### config.mk
export PLATFORM = sky130hd
export DESIGN_NAME = tstamp_evq
export DESIGN_NICKNAME = d
export VERILOG_FILES = /design/src/rtl/evq_pkg.sv /design/src/rtl/evq_pin_capture.sv /design/src/rtl/evq_fifo.sv /design/src/rtl/tstamp_evq.sv
export SDC_FILE = /design/constraint.sdc
export NUM_CORES = 2
export LEC_CHECK = 0
export CAP_MARGIN = 20
export CORE_MARGIN = 5
export CORE_UTILIZATION = 50
export DETAILED_ROUTE_END_ITERATION = 12
export PLACE_DENSITY = 0.63
export SYNTH_ARGS = -nofsm -noshare
export SYNTH_HDL_FRONTEND = slang
export SYNTH_SLANG_ARGS = --single-unit
### constraint.sdc
create_clock -name clk -period 12.2 [get_ports clk]
set_input_delay 2.44 -clock clk [delete_from_list [all_inputs] [get_ports clk]]
set_output_delay 2.44 -clock clk [all_outputs]
set_load 0.01 [all_outputs]
### src/rtl/evq_pkg.sv
package evq_pkg;

  typedef enum logic [3:0] {
    ET_PUSH = 4'd0,
    ET_ROLL = 4'd1,
    ET_HALF = 4'd2,
    ET_PIN  = 4'd3,
    ET_RX   = 4'd4,
    ET_TX   = 4'd5,
    ET_CMP  = 4'd6,
    ET_HOST = 4'd7
  } evq_etype_e;

  typedef struct packed {
    logic [63:0] ts;
    logic [7:0]  dom;
    logic [4:0]  port;
    evq_etype_e  etype;
    logic [3:0]  mtype;
    logic [15:0] seq;
  } evq_rec_t;

endpackage

### src/rtl/evq_pin_capture.sv
module evq_pin_capture #(
  parameter int NUM_PINS = 8
) (
  input  logic                clk,
  input  logic                rst_n,
  input  logic [NUM_PINS-1:0] pin_async,
  input  logic [NUM_PINS-1:0] pin_en,
  output logic [NUM_PINS-1:0] rise
);

  for (genvar k = 0; k < NUM_PINS; k++) begin : g_pin
    logic s1_q, s2_q, s3_q;

    always_ff @(posedge clk or negedge rst_n) begin
      if (!rst_n) begin
        s1_q <= 1'b0;
        s2_q <= 1'b0;
        s3_q <= 1'b0;
      end else begin
        s1_q <= pin_async[k];
        s2_q <= s1_q;
        s3_q <= s2_q;
      end
    end

    assign rise[k] = s2_q & ~s3_q & pin_en[k];

    AST_RISE_PULSE: assert property (@(posedge clk) disable iff (!rst_n)
      rise[k] |=> !rise[k]);
  end

endmodule

### src/rtl/evq_fifo.sv
module evq_fifo
  import evq_pkg::*;
#(
  parameter int DEPTH = 16,
  parameter int NSRC  = 11
) (
  input  logic            clk,
  input  logic            rst_n,
  input  logic [NSRC-1:0] src_vld,
  input  evq_rec_t        src_rec [NSRC],
  input  logic            pop,
  output evq_rec_t        head_rec,
  output logic            not_empty,
  output logic            overflow
);

  localparam int PTR_W = (DEPTH > 1) ? $clog2(DEPTH) : 1;
  localparam int CNT_W = $clog2(DEPTH + 1);
  localparam int OFF_W = $clog2(DEPTH + NSRC + 1);
  localparam logic [OFF_W-1:0] DEPTH_O = OFF_W'(DEPTH);

  evq_rec_t          mem [DEPTH];
  logic [PTR_W-1:0]  wr_ptr_q, wr_ptr_d, rd_ptr_q, rd_ptr_d;
  logic [CNT_W-1:0]  count_q, count_d;
  logic              ovf_q, ovf_d;
  logic [DEPTH-1:0]  we;
  evq_rec_t          wd [DEPTH];
  logic [OFF_W-1:0]  offs [NSRC];
  logic [OFF_W-1:0]  n_req, n_acc, free_o;
  logic              pop_do;

  // next-state: slot allocation in priority order, counters, flags
  always_comb begin
    logic [OFF_W-1:0] slot;
    logic [OFF_W-1:0] wsum;
    free_o = DEPTH_O - OFF_W'(count_q);
    n_req  = '0;
    for (int s = 0; s < NSRC; s++) begin
      offs[s] = n_req;
      n_req   = n_req + OFF_W'(src_vld[s]);
    end
    n_acc  = (n_req > free_o) ? free_o : n_req;
    pop_do = pop && (count_q != '0);

    we = '0;
    for (int i = 0; i < DEPTH; i++) wd[i] = src_rec[0];
    for (int s = 0; s < NSRC; s++) begin
      slot = OFF_W'(wr_ptr_q) + offs[s];
      if (slot >= DEPTH_O) slot = slot - DEPTH_O;
      if (src_vld[s] && (offs[s] < free_o)) begin
        we[slot[PTR_W-1:0]] = 1'b1;
        wd[slot[PTR_W-1:0]] = src_rec[s];
      end
    end

    wsum = OFF_W'(wr_ptr_q) + n_acc;
    if (wsum >= DEPTH_O) wsum = wsum - DEPTH_O;
    wr_ptr_d = wsum[PTR_W-1:0];

    if (pop_do) rd_ptr_d = (rd_ptr_q == PTR_W'(DEPTH - 1)) ? '0 : rd_ptr_q + 1'b1;
    else        rd_ptr_d = rd_ptr_q;

    count_d = count_q + CNT_W'(n_acc) - CNT_W'(pop_do);
    ovf_d   = ovf_q | (n_req > free_o);
  end

  always_ff @(posedge clk or negedge rst_n) begin
    if (!rst_n) begin
      wr_ptr_q <= '0;
      rd_ptr_q <= '0;
      count_q  <= '0;
      ovf_q    <= 1'b0;
    end else begin
      wr_ptr_q <= wr_ptr_d;
      rd_ptr_q <= rd_ptr_d;
      count_q  <= count_d;
      ovf_q    <= ovf_d;
    end
  end

  // record storage: write enables only, no reset on the data array
  always_ff @(posedge clk) begin
    for (int i = 0; i < DEPTH; i++) begin
      if (we[i]) mem[i] <= wd[i];
    end
  end

  assign head_rec  = mem[rd_ptr_q];
  assign not_empty = (count_q != '0);
  assign overflow  = ovf_q;

  AST_COUNT_BOUND: assert property (@(posedge clk) disable iff (!rst_n)
    count_q <= CNT_W'(DEPTH));
  AST_PTR_GAP: assert property (@(posedge clk) disable iff (!rst_n)
    ((OFF_W'(rd_ptr_q) + OFF_W'(count_q)) % DEPTH_O) == OFF_W'(wr_ptr_q));
  AST_OVF_STICKY: assert property (@(posedge clk) disable iff (!rst_n)
    ovf_q |=> ovf_q);
  AST_POP_EMPTY: assert property (@(posedge clk) disable iff (!rst_n)
    (pop && count_q == '0) |=> $stable(rd_ptr_q));

endmodule

### src/rtl/tstamp_evq.sv
module tstamp_evq
  import evq_pkg::*;
#(
  parameter int NUM_PINS = 8,
  parameter int DEPTH    = 16
) (
  input  logic                clk,
  input  logic                rst_n,
  input  logic [63:0]         ts_now,
  input  logic [NUM_PINS+7:0] cfg_ctrl,
  input  logic                irq_en,
  input  logic                sw_push,
  input  logic [NUM_PINS-1:0] hw_pin,
  input  logic                tx_mark_vld,
  input  logic [15:0]         tx_seq_id,
  input  logic [3:0]          tx_msg_type,
  input  logic [4:0]          tx_port,
  input  logic [7:0]          tx_domain,
  input  logic                rx_mark_vld,
  input  logic [15:0]         rx_seq_id,
  input  logic [3:0]          rx_msg_type,
  input  logic [4:0]          rx_port,
  input  logic [7:0]          rx_domain,
  input  logic                pop_req,
  output logic [31:0]         head_w0,
  output logic [31:0]         head_w1,
  output logic [31:0]         head_w2,
  output logic [31:0]         head_w3,
  output logic                stat_raw,
  output logic                irq,
  output logic                overflow
);

  localparam int NSRC    = NUM_PINS + 3;
  localparam int SRC_TX  = NUM_PINS + 1;
  localparam int SRC_RX  = NUM_PINS + 2;
  localparam int RX_EN_B = 3;
  localparam int PIN_EN0 = 8;

  logic [NUM_PINS-1:0] pin_rise;
  logic [NSRC-1:0]     src_vld;
  evq_rec_t            src_rec [NSRC];
  evq_rec_t            head_rec;
  logic                not_empty;
  logic                ctrl_unused;

  assign ctrl_unused = ^{cfg_ctrl[2:0], cfg_ctrl[7:4]};

  evq_pin_capture #(.NUM_PINS(NUM_PINS)) u_pins (
    .clk       (clk),
    .rst_n     (rst_n),
    .pin_async (hw_pin),
    .pin_en    (cfg_ctrl[PIN_EN0 +: NUM_PINS]),
    .rise      (pin_rise)
  );

  // source table, index order is the same-cycle queueing priority
  always_comb begin
    for (int s = 0; s < NSRC; s++) begin
      src_rec[s]    = '0;
      src_rec[s].ts = ts_now;
    end
    src_vld[0]          = sw_push;
    src_rec[0].etype    = ET_PUSH;
    for (int k = 0; k < NUM_PINS; k++) begin
      src_vld[1+k]       = pin_rise[k];
      src_rec[1+k].etype = ET_PIN;
      src_rec[1+k].port  = 5'(k + 1);
    end
    src_vld[SRC_TX]       = tx_mark_vld;
    src_rec[SRC_TX].etype = ET_TX;
    src_rec[SRC_TX].seq   = tx_seq_id;
    src_rec[SRC_TX].mtype = tx_msg_type;
    src_rec[SRC_TX].port  = tx_port;
    src_rec[SRC_TX].dom   = tx_domain;
    src_vld[SRC_RX]       = rx_mark_vld & cfg_ctrl[RX_EN_B];
    src_rec[SRC_RX].etype = ET_RX;
    src_rec[SRC_RX].seq   = rx_seq_id;
    src_rec[SRC_RX].mtype = rx_msg_type;
    src_rec[SRC_RX].port  = rx_port;
    src_rec[SRC_RX].dom   = rx_domain;
  end

  evq_fifo #(.DEPTH(DEPTH), .NSRC(NSRC)) u_fifo (
    .clk       (clk),
    .rst_n     (rst_n),
    .src_vld   (src_vld),
    .src_rec   (src_rec),
    .pop       (pop_req),
    .head_rec  (head_rec),
    .not_empty (not_empty),
    .overflow  (overflow)
  );

  assign head_w0  = not_empty ? head_rec.ts[31:0] : '0;
  assign head_w1  = not_empty ? {3'b000, head_rec.port, head_rec.etype,
                                 head_rec.mtype, head_rec.seq} : '0;
  assign head_w2  = not_empty ? {24'h0, head_rec.dom} : '0;
  assign head_w3  = not_empty ? head_rec.ts[63:32] : '0;
  assign stat_raw = not_empty;
  assign irq      = not_empty & irq_en;

  AST_RX_GATED: assert property (@(posedge clk) disable iff (!rst_n)
    (!stat_raw && rx_mark_vld && !cfg_ctrl[RX_EN_B] && !tx_mark_vld
     && !sw_push && (pin_rise == '0)) |=> !stat_raw);
  AST_EMPTY_HEAD: assert property (@(posedge clk) disable iff (!rst_n)
    !stat_raw |-> (head_w0 == '0 && head_w1 == '0 && head_w2 == '0 && head_w3 == '0));

endmodule

==> reports/results.txt <==
Mux contribution to synthesized area: 15.0%
Fmax: 96.0 MHz
Avg Inst Size Synth: 14.9 µm²
Max layer used: met5
Post-DP HPWL: 131000 µm
Number of enable flip-flop cells after synthesis: 1600
Fin nets: 5521
Worst R2R Setup Slack: 3.55 ns
Mapped Cells: 5134
Final Skew: 0.0394 ns
Dpl cells: 7110
Clock transition at the registers of the reported paths: 0.06 ns
Arr. time, crit path: 10.97 ns
Post-Synth Adder-Cell Area: 1.87%
RSZ-0062 raised after global routing: no
XOR/XNOR Fraction of Synth Area: 1.08%
Hold path startpoint: u_pins.g_pin[6].s1_q
Final ANT Viol Nets: 0
Final GP Congestion: 0.972
Via count: 48153
Avg WL per Cell: 31.8 µm
Std-Cell Rows: 143
Starting Density: 50.2%
Filler Cell Count: 11676
Sequential group share of total power: 38.0%
Leading cell type in the layout, fill and taps excluded: edfxtp_1
Die Width: 401 µm
Final Hold Fails: 0
1st-pass router iterations: 9
CTS tree: built
Gr ovfl total: 0
Sequential share of the synthesized area: 64.2%
Clock root buffer: clkbuf_16
Synth Area in Compound Gates: 4.68%
DR WL met2: 110000 µm
Area of the mapped netlist: 0.0763 mm²
Sw Ratio: 38.0%
Worst r2r dst: u_fifo.mem[2][27]
Yosys warning total: 0
1st-iter DRT viols: 6516
Largest net degree at the start of global routing: 140
P_int: 0.0178 W
Main synth FF type: edfxtp_1
Via/cell ratio: 6.47
MaxCap Viol Count: 0
Period minus WS final: 10.42 ns
Worst-Skew Late Latency: 0.83 ns
Area growth syn-to-layout: 13.5%
Routed WL: 237000 µm
Share of cells above drive strength 1: 17.5%
Synth Register Bits: 1638
Pleak: 29.4 nW
Postcts setup bufs: 0
Status: completed
CTS Sinks: 1638
M1 WL: 91000 µm
Asr flop ratio synth: 2.32%
Data required, critical path: 12.75 ns
Total CTS buffers: 170
Final worst-path setup slack: 1.78 ns
Global-route wire length before repair: 337000 µm
Peak VDD IR: 0.432 mV
Reg2Reg Launch Point: u_pins.g_pin[1].s2_q
CP Capture Point: u_fifo.mem[2][27]
Clk network pwr share: 17.3%
Port buffer count: 256
Main combinational cell family by area after synthesis: multiplexers
Initial antenna violation count: 29
Drt drc: 0
Worst-margin pin slew: 1.31 ns
Power consumption: 0.0287 W
Crit-path max FO: 38
CTS resizes: 0
Post-synthesis simple-gate area fraction: 10.2%
Crit Path Category: in -> reg
Setup violations, final: 0
Gr usage total: 29.0%
CTS max path bufs: 3
Die area: 0.160 mm²
Worst R2R Path Depth: 23
DR WL met3: 25900 µm
Hold buffer count at CTS: 0
Most frequent cells in the layout: edfxtp_1, nand2_1, mux4_2
Post-synth cell types: 91
Hold Crit Class: reg -> reg
Rel. slew slack: 11.2%
Chip Height: 401 µm
Slew Viols, Final: 0
Cell area power density: 332 mW/mm²
Final period util: 85.4%
Non-filler cells, final: 7438
Switching power: 0.0109 W
Core region area: 0.152 mm²
Boundary Pins: 292
Vias in the first global route: 47619
Gate power share: 44.7%
Htree depth: 4
Final setup TNS: 0 ns
Crit. Startpoint: cfg_ctrl[9]
Critical Path Start Type: primary input
Pre-CTS WS: 1.14 ns
CP endpoint kind: flop
## registers in the layout, summed over array words and instances, names as in the netlist
| signal | flops |
|---|---|
| u_fifo.overflow | 1 |
| u_fifo.rd_ptr_q | 4 |
| u_pins.g_pin.s1_q | 8 |
| u_fifo.count_q | 5 |
| u_fifo.mem | 1600 |
| u_fifo.wr_ptr_q | 4 |
| u_pins.g_pin.s2_q | 8 |
| u_pins.g_pin.s3_q | 8 |
## worst min path at each step
stage                      endpoint  slack, ns  cells past startpoint
2_1_floorplan  u_pins.g_pin[0].s2_q       0.33                      0
3_3_place_gp   u_pins.g_pin[7].s2_q       0.33                      0
3_5_place_dp   u_pins.g_pin[6].s2_q       0.34                      0
4_1_cts        u_pins.g_pin[6].s2_q       0.35                      0
5_1_grt        u_pins.g_pin[2].s2_q       0.36                      0
6_report       u_pins.g_pin[6].s2_q       0.35                      0
## cells by family after synthesis
| family | count (synthesis) |
|---|---|
| fa+ha+maj | 107 |
| buf+inv | 529 |
| xor+xnor | 68 |
| simple gates | 1753 |
| flops | 1638 |
| mux | 515 |
| compound gates | 523 |
| other cells | 1 |
## per-layer routing
layer | global-route usage [%] | up-vias
met5 | 0 | -
met4 | 10.7 | 10
met3 | 7.42 | 603
met2 | 45.4 | 2957
met1 | 39.7 | 24593
li1 | - | 19990
## worst max-delay path, stage by stage
cell and delay, ns:
clkdlybuf4s50_1 0.46, nand2_1 0.04, or2_2 0.32, fa_1 0.52, inv_1 0.08, ha_1 0.24, ha_1 0.38, ha_1 0.37
ha_1 0.42, ha_1 0.41, ha_1 0.38, ha_1 0.25, xor3_2 0.49, xnor2_1 0.27, inv_1 0.12, ha_1 0.36
a21oi_2 0.24, xor2_2 0.26, xnor3_1 0.46, or2_1 0.33, nor2_4 0.08, a211oi_1 0.77, nand2_4 0.71, buf_12 0.46
## power by group through the flow
stage / logic [W] / clock network, W / registers (W)
global placement: 0.0127 / 0 / 0.0109
finish: 0.0128 / 0.00498 / 0.0109
global route: 0.0134 / 0.00528 / 0.0111
detailed placement: 0.0128 / 0 / 0.0110
CTS: 0.0128 / 0.00505 / 0.0109
floorplan: 0.00734 / 0 / 0.0111
## synthesized netlist by cell type (28+ instances only)
cell type     n  area, µm²
dfrtp_1      38        951
a21oi_1     101        505
nand2_1     939       3520
o21ai_1      28        140
a31oi_1      38        238
a32o_1       87        871
buf_1        66        248
buf_2        85        425
nand3_1     329       1650
o21ai_0     114        571
xnor2_1      37        324
buf_4        35        263
and2_1      110        688
mux4_2      500      11300
edfxtp_1   1600      48000
nor3_1       49        245
inv_1        72        270
nor2_1      178        668
a21o_1       32        240
clkbuf_1    266        998
ha_1         95       1190
## cell type report
type / instances / area [µm²] / share of cell area, %
timing repair buffer: 375 / 3860 / 4.46
clock buffer: 220 / 4460 / 5.15
antenna: 25 / 62.6 / 0.0723
clock inverter: 82 / 843 / 0.974
inverter: 74 / 280 / 0.324
tap: 2030 / 2540 / 2.93
multi-input combinational: 2994 / 25500 / 29.5
sequential: 1638 / 49000 / 56.6
## stage by stage
step / hold WS, ns / instance area (µm²) / utilization [%]
after global routing: 0.356 / 86500 / 57.0
after detailed placement: 0.336 / 81200 / 53.4
after CTS: 0.349 / 86500 / 56.9
after global placement: 0.332 / 81100 / 53.4
after floorplan: 0.331 / 76400 / -
final: 0.347 / 86600 / 57.0
Power figures use the tool's default switching activity.
